`src/rtl/ossPkg.sv`:
```
package ossPkg;
  localparam int OP_W    = 8;
  localparam int SEL_W   = 2;
  localparam int PUSH_W  = 2;
  localparam int PULL_W  = 3;

  typedef enum logic [SEL_W-1:0] {
    SEL_NONE = 2'd0, SEL_DP0 = 2'd1, SEL_DP1 = 2'd2, SEL_NCP = 2'd3
  } bankSel_t;

  typedef enum logic [PUSH_W-1:0] {
    PUSH_DP0 = 2'd0, PUSH_DP1 = 2'd1, PUSH_CCP = 2'd2, PUSH_NCP = 2'd3
  } pushSrc_t;

  typedef enum logic [PULL_W-1:0] {
    PULL_DP0 = 3'd0, PULL_DP1 = 3'd1, PULL_NCP = 3'd2,
    PULL_IPL = 3'd3, PULL_IPH = 3'd4
  } pullDst_t;

  // strobes from control to datapath
  typedef struct packed {
    logic fetch;
  } ctlStrobe_t;

  // decoded class of the fetched byte, datapath to control
  typedef struct packed {
    bankSel_t prefixSel;
    bankSel_t implSel;
    logic     exch;
    logic     push;
    pushSrc_t pushSrc;
    logic     pull;
    pullDst_t pullDst;
  } opInfo_t;
endpackage

```
`src/rtl/ossDatapath.sv`:
```
module ossDatapath
  import ossPkg::*;
(
  input  ctlStrobe_t       strb,
  input  logic [OP_W-1:0]  memData,
  output logic [OP_W-1:0]  cpuData,
  output opInfo_t          info
);
  localparam logic [OP_W-1:0] OP_NOP1 = 8'h03;
  localparam logic [OP_W-1:0] OP_PUSH = 8'h08;
  localparam logic [OP_W-1:0] OP_PULL = 8'h7A;

  logic [OP_W-1:0] subByte;

  always_comb begin
    subByte        = memData;
    info           = '0;
    info.prefixSel = SEL_NONE;
    info.implSel   = SEL_NONE;
    info.pushSrc   = PUSH_DP0;
    info.pullDst   = PULL_DP0;
    unique case (memData)
      8'h83: begin subByte = OP_NOP1; info.prefixSel = SEL_DP0; end
      8'hC3: begin subByte = OP_NOP1; info.prefixSel = SEL_DP1; end
      8'h43: begin subByte = OP_NOP1; info.prefixSel = SEL_NCP; end
      8'hF3: begin subByte = 8'hA1; info.implSel = SEL_DP1; end
      8'hE3: begin subByte = 8'hB1; info.implSel = SEL_DP1; end
      8'hD3: begin subByte = 8'hAD; info.implSel = SEL_DP1; end
      8'hB3: begin subByte = 8'h81; info.implSel = SEL_DP0; end
      8'hA3: begin subByte = 8'h91; info.implSel = SEL_DP0; end
      8'h93: begin subByte = 8'h8D; info.implSel = SEL_DP0; end
      8'h8B: begin subByte = 8'h0C; info.implSel = SEL_DP0; end
      8'h9B: begin subByte = 8'h1C; info.implSel = SEL_DP0; end
      8'h13: begin subByte = 8'h4C; info.exch = 1'b1; end
      8'h23: begin subByte = 8'h20; info.exch = 1'b1; end
      8'hEB: begin subByte = 8'h60; info.exch = 1'b1; end
      8'hFB: begin subByte = 8'h40; info.exch = 1'b1; end
      8'h6B: begin subByte = OP_PUSH; info.push = 1'b1; info.pushSrc = PUSH_DP0; end
      8'h7B: begin subByte = OP_PUSH; info.push = 1'b1; info.pushSrc = PUSH_DP1; end
      8'h4B: begin subByte = OP_PUSH; info.push = 1'b1; info.pushSrc = PUSH_CCP; end
      8'h5B: begin subByte = OP_PUSH; info.push = 1'b1; info.pushSrc = PUSH_NCP; end
      8'h63: begin subByte = OP_PULL; info.pull = 1'b1; info.pullDst = PULL_DP0; end
      8'h73: begin subByte = OP_PULL; info.pull = 1'b1; info.pullDst = PULL_DP1; end
      8'h53: begin subByte = OP_PULL; info.pull = 1'b1; info.pullDst = PULL_NCP; end
      8'h1B: begin subByte = OP_PULL; info.pull = 1'b1; info.pullDst = PULL_IPL; end
      8'h2B: begin subByte = OP_PULL; info.pull = 1'b1; info.pullDst = PULL_IPH; end
      8'h0B: subByte = 8'hDC;
      default: ;
    endcase
  end

  // rewrite only during opcode fetch
  assign cpuData = strb.fetch ? subByte : memData;
endmodule

```
`src/rtl/ossControl.sv`:
```
module ossControl
  import ossPkg::*;
(
  input  logic       clk,
  input  logic       rstN,
  input  logic       syncIn,
  input  opInfo_t    info,
  output ctlStrobe_t strb,
  output bankSel_t   actSel,
  output logic       exchQ,
  output logic       pushQ,
  output pushSrc_t   pushSrcQ,
  output logic       pullQ,
  output pullDst_t   pullDstQ
);
  bankSel_t pendSel;
  logic     isPrefix;

  assign strb.fetch = syncIn;
  assign isPrefix   = (info.prefixSel != SEL_NONE);

  always_ff @(posedge clk) begin
    if (!rstN) begin
      pendSel  <= SEL_NONE;
      actSel   <= SEL_NONE;
      exchQ    <= 1'b0;
      pushQ    <= 1'b0;
      pushSrcQ <= PUSH_DP0;
      pullQ    <= 1'b0;
      pullDstQ <= PULL_DP0;
    end else if (strb.fetch) begin
      exchQ    <= info.exch;
      pushQ    <= info.push;
      pushSrcQ <= info.pushSrc;
      pullQ    <= info.pull;
      pullDstQ <= info.pullDst;
      if (isPrefix) begin
        pendSel <= info.prefixSel;
        actSel  <= SEL_NONE;
      end else begin
        pendSel <= SEL_NONE;
        actSel  <= (info.implSel != SEL_NONE) ? info.implSel : pendSel;
      end
    end
  end
endmodule

```
`src/rtl/ossUnit.sv`:
```
module ossUnit
  import ossPkg::*;
(
  input  logic        clk,
  input  logic        rstN,
  input  logic        syncIn,
  input  logic [7:0]  memData,
  output logic [7:0]  cpuData,
  output logic [1:0]  bankSel,
  output logic        exchReq,
  output logic        pushEn,
  output logic [1:0]  pushSel,
  output logic        pullEn,
  output logic [2:0]  pullSel
);
  ctlStrobe_t strb;
  opInfo_t    info;
  bankSel_t   actSel;
  pushSrc_t   pushSrcQ;
  pullDst_t   pullDstQ;

  ossDatapath i_dp (
    .strb(strb), .memData(memData), .cpuData(cpuData), .info(info)
  );

  ossControl i_ctl (
    .clk(clk), .rstN(rstN), .syncIn(syncIn), .info(info), .strb(strb),
    .actSel(actSel), .exchQ(exchReq), .pushQ(pushEn), .pushSrcQ(pushSrcQ),
    .pullQ(pullEn), .pullDstQ(pullDstQ)
  );

  assign bankSel = actSel;
  assign pushSel = pushSrcQ;
  assign pullSel = pullDstQ;
endmodule

```
`config.mk`:
```
export PLATFORM = sky130hd
export DESIGN_NAME = ossUnit
export DESIGN_NICKNAME = d
export VERILOG_FILES = /design/src/rtl/ossPkg.sv /design/src/rtl/ossDatapath.sv /design/src/rtl/ossControl.sv /design/src/rtl/ossUnit.sv
export SDC_FILE = /design/constraint.sdc
export NUM_CORES = 1
export LEC_CHECK = 0
export BUFFER_PORTS_ARGS = -buffer_cell sky130_fd_sc_hd__buf_2
export CORE_ASPECT_RATIO = 2
export CORE_MARGIN = 1.5
export CORE_UTILIZATION = 30
export CTS_CLUSTER_DIAMETER = 200
export DETAILED_ROUTE_END_ITERATION = 10
export SLEW_MARGIN = 20
export SYNTH_ARGS = -nofsm -noshare
export SYNTH_HDL_FRONTEND = slang
export SYNTH_SLANG_ARGS = --single-unit
```
`constraint.sdc`:
```
create_clock -name clk -period 1.3 [get_ports clk]
set_input_delay 0 -clock clk [delete_from_list [all_inputs] [get_ports clk]]
set_output_delay 0 -clock clk [all_outputs]
set_load 0.05 [all_outputs]
```
==> reports/results.tsv, run 1 <==
metric	value	unit
outcome	finished, violations left	
failing checks	setup timing	
worst path required time	1.30	ns
Fmax	725.2	MHz
post-synthesis register bit count	12	
CTS tree	done	
Clock transition at path regs	0.05	ns
Avg Synthesized Cell Area	7.423	sq um
cell mode on critical path	buf_6	
EDFF count, synth	0	
Synth Cell Area	994.7	sq um
largest net degree at the start of global routing	20	
die area	3691	sq um
Rel. slew slack	75.91	%
final hold violations	0	
Crit. End Element	output pin	
Remaining DRCs	0	
initial antenna violation count	0	
grt total ovfl	0	
Worst-Skew Late Latency	0.24	ns
GRT Resource Usage Total	19.19	%
Crit Path Class	in -> out	
synthesized instance count	134	
H-tree Lvls	1	
CP arrival	1.38	ns
Post-Synth Adder-Cell Area	0	%
Site Rows	29	
Worst-Margin Slew	0.3613	ns
slowest stage delay, CP	0.38	ns
Unique masters post-synth	39	
Area Overhead vs Synth	77.11	%
leakage	0.0007293	uW
Top FF cell, synth	dfxtp_1	
port bufs	28	
share of the synthesized area in the top cell type	24.15	%
RSZ-0062 raised after global routing	true	
clock sinks	12	
Area contributors post-synth	dfxtp_1 24%, mux2i_1 5.0%, nand2b_1 5.0%, nor2_1 4.9%, o21ai_0 4.5%	
via count	1241	
crit path launch	memData[5]	
Worst Hold Class	in -> reg	
CTS buffer count	3	
Simple-Gate Fraction of Synth Area	27.42	%
crit start category	input pin	
final WL	3.384	mm
Power, Total	1258	uW
vias in the first global route	1241	
Worst path slowest cell	or3_4	
clock skew	0.0001693	ns
HP Start	rstN	
crit-path max FO	3	
worst vdd ir	0.0006158	V
final core utilization	55.81	%
Final #Nets	203	
DP Wirelength	2.468	mm
asr flop ratio synth	0	%
placed insts	214	
Bufs and invs on worst path	3	
xor and xnor area share after synthesis	1.761	%
Final Max Slew Viols	0	
syn nets	145	
first-pass GRT wire length	5.554	mm
sequential-to-total area share from yosys stat	24.15	%
Synth Area in Compound Gates	32.70	%
top post-synthesis cells by count	13 x nor2_1, 12 x dfxtp_1, 9 x o21ai_0	
number of routed nets with antenna violations	0	
Core Area	3157	sq um
setup TNS	-0.1491	ns
largest family of logic cells by synthesized area	compound AO/OA/AOI/OAI gates	
Worst R2R Start	i_ctl.pendSel[1]	
1st-iter DRT viols	49	
Crit path max-delay family	buffers and inverters	
# diodes	0	
fin crit period	1.379	ns
Syn. warnings	0	
num ports	29	
share of layout cells above drive strength 1	48.69	%
Pwr per Cell Area	714.1	nW/um^2
RD Place Congestion	0.9268	
worst hold slack	0.1060	ns
Starting Density	31.51	%
wire per inst	15.24	um
multiplexer share of the synthesized area	5.031	%
biggest area consumer among synthesized cells	dfxtp_1	
Max Cap Viol	0	
hold buffers post-CTS	0	
period utilization	106.1	%
die extent in y	84.43	um
most numerous cell in the Yosys netlist	nor2_1	
vias per cell	5.590	
final setup fails	2	
final std cells w/o fill	222	
clock tree root buffer cell	clkbuf_8	
setup slack after layout	-0.07899	ns
drt pass-1 iters	4	
CTS Buffer Depth	2	
crit path cell chain	buf_6 -> or3_4 -> o22a_1 -> o21bai_4 -> buf_12 -> mux2i_4 -> buf_6	
Die X-Extent	43.72	um
==> timing repair <==
| action | 4_1_cts | 5_1_grt |
|---|---|---|
| endpoints found under the setup margin | 8 | 9 |
| gates resized for setup | 30 | 20 |
| gates cloned | 0 | 0 |
| pin swaps | 5 | 8 |
| hold endpoints to repair | 0 | 0 |
| setup buffers | 1 | 4 |
==> power by group <==
| part | switching, uW | internal, uW | total (uW) |
|---|---|---|---|
| registers | 2.19 | 374 | 376 |
| logic | 266 | 217 | 483 |
| clock network | 132 | 267 | 399 |
| total | 400 | 858 | 1260 |
==> cell usage in the layout (no fill, tap or decap), types with 2 or more instances in the layout <==
| master | Yosys | layout |
|---|---|---|
| a21boi_0 | 4 | 4 |
| a21oi_1 | 5 | 4 |
| and2_1 | 2 | 2 |
| buf_12 | 0 | 4 |
| buf_2 | 5 | 16 |
| buf_4 | 1 | 32 |
| buf_6 | 1 | 10 |
| buf_8 | 0 | 3 |
| clkbuf_8 | 0 | 4 |
| dfxtp_1 | 12 | 12 |
| inv_1 | 6 | 6 |
| mux2i_1 | 5 | 2 |
| mux2i_4 | 0 | 3 |
| nand2_1 | 7 | 7 |
| nand2b_1 | 8 | 7 |
| nand3_1 | 6 | 4 |
| nand3_2 | 0 | 2 |
| nand3b_1 | 3 | 3 |
| nand4_1 | 2 | 2 |
| nor2_1 | 13 | 12 |
| nor2b_1 | 3 | 3 |
| o211ai_1 | 4 | 4 |
| o21ai_0 | 9 | 6 |
| o21ai_1 | 1 | 3 |
| o221ai_1 | 2 | 2 |
| o22ai_1 | 4 | 2 |
| o22ai_2 | 0 | 2 |
| o31a_4 | 0 | 2 |
| o31ai_1 | 5 | 2 |
| o31ai_4 | 0 | 3 |
| o32ai_1 | 2 | 2 |
| or3_4 | 1 | 2 |
| xor2_1 | 2 | 2 |
==> metal layers <==
layer,wire length [um],GRT usage (%),vias up
li1,-,-,600
met1,1263,20.11,584
met2,1816,33.56,42
met3,106,1.505,15
met4,197,13.77,0
met5,0,0,-
==> metrics by stage <==
step | cell area [sq um] | worst slack, ns
CTS | 1644 | -0.07137
global placement | 1465 | -0.2416
detailed placement | 1465 | -0.2078
finish | 1762 | -0.07899
floorplan | 1076 | -0.2123
global route | 1762 | -0.1207
==> cell families after synthesis <==
kind of cell,count (synthesis)
and+or+nand+nor,51
AOI/OAI and AO/OA,45
buffers and inverters,19
DFF,12
muxes,5
xor gates and xnor gates,2
==> layout make-up <==
class / instances / area [sq um]
Fill cell: 286 / 1395
Multi-Input combinational cell: 103 / 839.6
Timing Repair Buffer: 66 / 565.5
Sequential cell: 12 / 240.2
Clock buffer: 4 / 55.05
Tap cell: 31 / 38.79
Inverter: 6 / 22.52
==> state kept, by name, summed over array words and instances, names as in the netlist <==
signal	count
i_ctl.actSel	2
i_ctl.exchQ	1
i_ctl.pendSel	2
i_ctl.pullDstQ	3
i_ctl.pullQ	1
i_ctl.pushQ	1
i_ctl.pushSrcQ	2
==> worst paths after layout <==
| check | end | slack [ns] | cells after the start |
|---|---|---|---|
| hold reg to reg | i_ctl.pushQ | 0.46 | 2 |
| setup reg to reg | i_ctl.actSel[1] | 0.60 | 2 |
| hold / removal | i_ctl.pullDstQ[0] | 0.11 | 2 |
| setup / recovery | cpuData[3] | -0.08 | 7 |
Power figures use the tool's default switching activity.
==> run 2, diff against run 1 <==
--- a/config.mk
+++ b/config.mk
@@ -11,6 +11,7 @@
 export CORE_UTILIZATION = 30
 export CTS_CLUSTER_DIAMETER = 200
 export DETAILED_ROUTE_END_ITERATION = 10
+export SETUP_SLACK_MARGIN = 0.2
 export SLEW_MARGIN = 20
 export SYNTH_ARGS = -nofsm -noshare
 export SYNTH_HDL_FRONTEND = slang
==> reports/results.tsv, run 2 (synthesized netlist as in run 1, its figures left out) <==
metric	value	unit	change
Site Rows	29		unchanged
worst path required time	1.30	ns	about the same
CP arrival	1.36	ns	-0.02 ns
Worst Hold Class	in -> reg		
Place WS	-0.2118	ns	-0.004013 ns
Remaining DRCs	0		unchanged
largest net degree at the start of global routing	20		unchanged
CTS buffer count	3		unchanged
Worst-Margin Slew	0.3296	ns	-0.03168 ns
crit path launch	memData[5]		
failing checks	setup timing		
Power, Total	1258	uW	about the same
max reg flops	3		unchanged
Rel. slew slack	77.79	%	+1.9 points
first-pass GRT wire length	5.616	mm	+1.1%
vias per cell	5.558		-0.58%
wire per inst	15.05	um	-1.3%
port bufs	28		unchanged
Crit Path Class	in -> out		
# diodes	0		unchanged
commonest non-fill, non-tap cell in the layout	buf_4		
Clk pwr share	31.6	%	about the same
initial antenna violation count	0		unchanged
most frequent cells in the layout	34 x buf_4, 20 x buf_6, 15 x buf_2		
cell mode on critical path	buf_6		
setup slack after layout	-0.06353	ns	+0.01546 ns
outcome	finished, violations left		
num ports	29		unchanged
final setup fails	5		+3
RD Place Congestion	0.8484		-8.5%
drt pass-1 iters	4		unchanged
Max Cap Viol	0		unchanged
clock skew	0.002024	ns	+0.001855 ns
H-tree Lvls	1		unchanged
final WL	3.401	mm	+0.50%
Clock transition at path regs	0.05	ns	about the same
slowest stage delay, CP	0.38	ns	about the same
number of routed nets with antenna violations	0		unchanged
largest register by flop count	i_ctl.pullDstQ		
vias in the first global route	1271		+2.4%
Reg power frac	29.9	%	about the same
Starting Density	31.51	%	unchanged
setup TNS	-0.2000	ns	-0.05096 ns
worst vdd ir	0.0006847	V	+11%
HP Start	rstN		
1st-iter DRT viols	29		-41%
Area Overhead vs Synth	80.00	%	
GRT Resource Usage Total	19.52	%	+0.32 points
CTS tree	done		
Worst path slowest cell	or3_4		
Final Max Slew Viols	0		unchanged
CTS Buffer Depth	2		unchanged
period utilization	104.9	%	-1.2 points
DP Area	1445	sq um	-1.4%
leakage	0.0007463	uW	+2.3%
Fmax	733.4	MHz	+1.1%
clock tree root buffer cell	clkbuf_8		
Core Area	3157	sq um	unchanged
crit-path max FO	6		+3
DP Wirelength	2.501	mm	+1.3%
Design Area, Final	1790	sq um	+1.6%
via count	1256		+1.2%
crit path cell chain	buf_6 -> or3_4 -> o22a_1 -> o21bai_4 -> buf_12 -> mux2i_4 -> buf_6		
Sw Pwr	401.8	uW	+0.43%
Die X-Extent	43.72	um	unchanged
Pwr per Cell Area	702.4	nW/um^2	-1.6%
RSZ-0062 raised after global routing	true		
Sw Share	31.95	%	+0.15 points
die area	3691	sq um	unchanged
grt total ovfl	0		unchanged
Comb power frac	38.5	%	about the same
crit start category	input pin		
clock sinks	12		unchanged
fin crit period	1.364	ns	-0.01546 ns
Final #Nets	207		+2.0%
Worst-Skew Late Latency	0.24	ns	about the same
share of layout cells above drive strength 1	53.33	%	+4.6 points
worst hold slack	0.1021	ns	-0.003985 ns
die extent in y	84.43	um	unchanged
Worst R2R Start	i_ctl.pendSel[1]		
Int Pwr	855.9	uW	-0.24%
final hold violations	0		unchanged
Crit. End Element	output pin		
## run 2: repair_timing
| action | in CTS | in global routing |
|---|---|---|
| gates resized for setup | 46 | 14 |
| setup endpoints to repair | 12 | 19 |
| setup buffers | 5 | 5 |
| hold buffers | 0 | 0 |
| pin swaps | 15 | 12 |
## run 2: path summary, 6_finish.rpt
kind                                          end  slack [ns]  depth (start not counted)
worst min-delay path            i_ctl.pushSrcQ[0]        0.10                          3
worst max register to register    i_ctl.actSel[1]        0.58                          2
worst min register to register    i_ctl.actSel[0]        0.47                          2
worst max-delay path                   cpuData[3]       -0.06                          7
## run 2: worst max-delay path, delay by kind of cell
kind	cells	cell delay, ns
buf+inv	3	0.42
compound gates	2	0.34
simple gates	1	0.38
mux	1	0.22
## run 2: layout make-up
cell class,count,area [sq um]
Multi-Input combinational cell,103,858.3
Fill cell,299,1366
Tap cell,31,38.79
Inverter,6,22.52
Sequential cell,12,240.2
Clock buffer,4,55.05
Timing Repair Buffer,70,575.6
## run 2: metal layers
metal	part of all wire, %	track usage, %	vias to the layer above
li1	-	-	611
met1	38	20.48	601
met5	0	0	-
met2	55	33.96	27
met3	2.6	1.505	17
met4	5.2	14.33	0
## run 2: power groups by stage
stage                     combinational, uW  clock (uW)  sequential, uW
after global routing                    516         427             376
after floorplan                         242           0             401
after detailed placement                389           0             383
final                                   484         398             376
after CTS                               456         416             376
after global placement                  386           0             383
## run 2: per-stage QoR
stage,utilization (%),std cells
after global routing,56.72,226
after floorplan,-,134
after CTS,53.90,221
final,56.72,226
after global placement,45.78,212
after detailed placement,45.78,212
==> run 3, diff against run 2 <==
--- a/config.mk
+++ b/config.mk
@@ -15,4 +15,5 @@
 export SLEW_MARGIN = 20
 export SYNTH_ARGS = -nofsm -noshare
 export SYNTH_HDL_FRONTEND = slang
+export SYNTH_HIERARCHICAL = 1
 export SYNTH_SLANG_ARGS = --single-unit
==> reports/results.tsv, run 3 <==
metric	value	unit	change
Site Rows	31		+6.9%
crit-path max FO	5		-1
worst vdd ir	0.0006423	V	-6.2%
largest register by flop count	i_ctl/pullDstQ		
RSZ-0062 raised after global routing	true		
Area Overhead vs Synth	39.22	%	
Simple-Gate Fraction of Synth Area	31.85	%	+4.4 points
port bufs	28		unchanged
Pwr per Cell Area	683.9	nW/um^2	-2.6%
grt total ovfl	0		unchanged
first-pass GRT wire length	5.168	mm	-8.0%
share of layout cells above drive strength 1	41.49	%	-12 points
CTS Buffer Depth	2		unchanged
CTS tree	done		
Worst R2R Start	i_ctl/pendSel[0]		
Area contributors post-synth	dfxtp_1 21%, mux2i_1 8.7%, nor2b_1 6.0%, buf_6 4.9%, nor2_1 4.9%		
number of routed nets with antenna violations	0		unchanged
Synth Area in Compound Gates	20.15	%	-13 points
asr flop ratio synth	0	%	unchanged
fin crit period	1.185	ns	-0.1788 ns
commonest non-fill, non-tap cell in the layout	buf_4		
placed insts	230		+8.5%
final setup fails	0		-5
Avg Synthesized Cell Area	8.076	sq um	+8.8%
clock sinks	12		unchanged
wire per inst	13.03	um	-13%
Post-Synth Adder-Cell Area	0	%	unchanged
Crit Path Class	in -> out		
GRT Resource Usage Total	15.70	%	-3.8 points
Remaining DRCs	0		unchanged
top post-synthesis cells by count	15 x nor2_1, 12 x dfxtp_1, 11 x nor2b_1		
via count	1155		-8.0%
grt met2 use	26.94	%	-7.0 points
biggest area consumer among synthesized cells	dfxtp_1		
die extent in y	90.75	um	+7.5%
vias in the first global route	1188		-6.5%
Worst Hold Class	in -> reg		
sequential-to-total area share from yosys stat	20.80	%	-3.3 points
multiplexer share of the synthesized area	11.27	%	+6.2 points
1st-iter DRT viols	8		-72%
Most Crowded Layer GR	met2		
Unique masters post-synth	49		+26%
EDFF count, synth	0		unchanged
grt met3 use	1.400	%	-0.11 points
Final Max Slew Viols	0		unchanged
final std cells w/o fill	237		+4.9%
DP Wirelength	2.456	mm	-1.8%
num ports	29		unchanged
vias per cell	4.873		-12%
most numerous cell in the Yosys netlist	nor2_1		
slowest stage delay, CP	0.33	ns	-0.05 ns
drt pass-1 iters	4		unchanged
GR Layer Usage met1	17.78	%	-2.7 points
DP Area	1438	sq um	-0.52%
largest net degree at the start of global routing	15		-25%
Max Cap Viol	0		unchanged
leakage	0.0007197	uW	-3.6%
synthesized instance count	143		+6.7%
crit start category	input pin		
worst hold slack	0.1286	ns	+0.02658 ns
Crit. End Element	output pin		
largest family of logic cells by synthesized area	simple AND/OR/NAND/NOR gates		
Synth Cell Area	1155	sq um	+16%
Worst-Skew Late Latency	0.23	ns	about the same
Clock transition at path regs	0.05	ns	about the same
RD Place Congestion	0.8602		+1.4%
Worst path slowest cell	mux2_4		
max reg flops	3		unchanged
Final #Nets	201		-2.9%
HP Start	rstN		
Starting Density	31.67	%	+0.16 points
Die X-Extent	46.87	um	+7.2%
post-synthesis register bit count	12		unchanged
share of the synthesized area in the top cell type	20.80	%	-3.3 points
final hold violations	0		unchanged
clock tree root buffer cell	clkbuf_8		
CP arrival	1.18	ns	-0.18 ns
period utilization	91.13	%	-14 points
# diodes	0		unchanged
die area	4253	sq um	+15%
hold buffers post-CTS	0		unchanged
H-tree Lvls	1		unchanged
Top FF cell, synth	dfxtp_1		
Rel. slew slack	79.92	%	+2.1 points
worst path required time	1.30	ns	about the same
Worst-Margin Slew	0.3000	ns	-0.02959 ns
initial antenna violation count	0		unchanged
outcome	complete, no violations		
crit path cell chain	buf_6 -> nand4b_4 -> a31o_1 -> a21oi_4 -> mux2_4 -> buf_8		
Design Area, Final	1608	sq um	-10%
Core Area	3646	sq um	+15%
CTS buffer count	3		unchanged
Syn. warnings	6		+6
Fmax	844.1	MHz	+15%
syn nets	154		+6.2%
most frequent cells in the layout	31 x buf_4, 15 x nor2_1, 15 x buf_2		
crit path launch	memData[2]		
final WL	3.088	mm	-9.2%
clock skew	0.000004344	ns	-0.002020 ns
xor and xnor area share after synthesis	3.684	%	+1.9 points
==> run 3: cell count changes in the layout (fill, tap and decap cells not counted), sizes merged, moves of 5 or more <==
cell and change:
buf -14, nor2b +8, nand2b -7, nor3 +6
mux2i +5
==> run 3: final timing paths <==
kind / to / slack, ns / depth (start not counted)
max reg2reg: i_ctl/actSel[0] / 0.66 / 2
max: cpuData[1] / 0.12 / 6
min: i_ctl/pullDstQ[0] / 0.13 / 2
min reg2reg: i_ctl/actSel[1] / 0.49 / 2
==> run 3: layout make-up <==
class                      instances  area (sq um)
timing repair buffer              56         432.9
inverter                           6         22.52
multi-input combinational        111         809.5
clock buffer                       3         41.29
sequential                        12         240.2
fill                             412          2038
tap                               49         61.31
==> run 3: layer usage <==
metal / up-vias / wire [um]
li1: 591 / -
met3: 7 / 62
met4: 0 / 96
met1: 537 / 1212
met5: - / 0
met2: 20 / 1716
==> run 3: timing repair <==
| action | 4_1_cts | 5_1_grt |
|---|---|---|
| pin swaps | 3 | 0 |
| resized for setup | 27 | 1 |
| endpoints found under the setup margin | 8 | 9 |
| cloned | 0 | 0 |
| buffers inserted | 1 | 3 |
==> run 3: cell families after synthesis <==
| family | Yosys count |
|---|---|
| compound gates | 31 |
| simple gates | 64 |
| mux | 12 |
| xor+xnor | 4 |
| flops | 12 |
| buf+inv | 20 |
==> run 3: per-stage QoR <==
stage	total power (uW)	utilization, %	setup TNS, ns	worst slack (ns)
after floorplan	654.7	-	-0.05688	-0.05688
after global placement	744.0	39.43	-0.03500	-0.02139
after detailed placement	743.0	39.43	-0.05659	-0.03074
after CTS	1102	43.31	0	0.1126
after global routing	1156	44.10	0	0.06083
final	1100	44.10	0	0.1153
==> run 3: critical path: cells and delay by family <==
kind	cells	cell delay (ns)
multiplexers	1	0.33
buffers and inverters	2	0.24
AO/OA/AOI/OAI	2	0.43
AND/OR/NAND/NOR	1	0.18
==> run 3: power by group <==
| part | switching (uW) | internal [uW] |
|---|---|---|
| Combinational | 229 | 183 |
| Sequential | 0.710 | 370 |
| Clock | 115 | 202 |
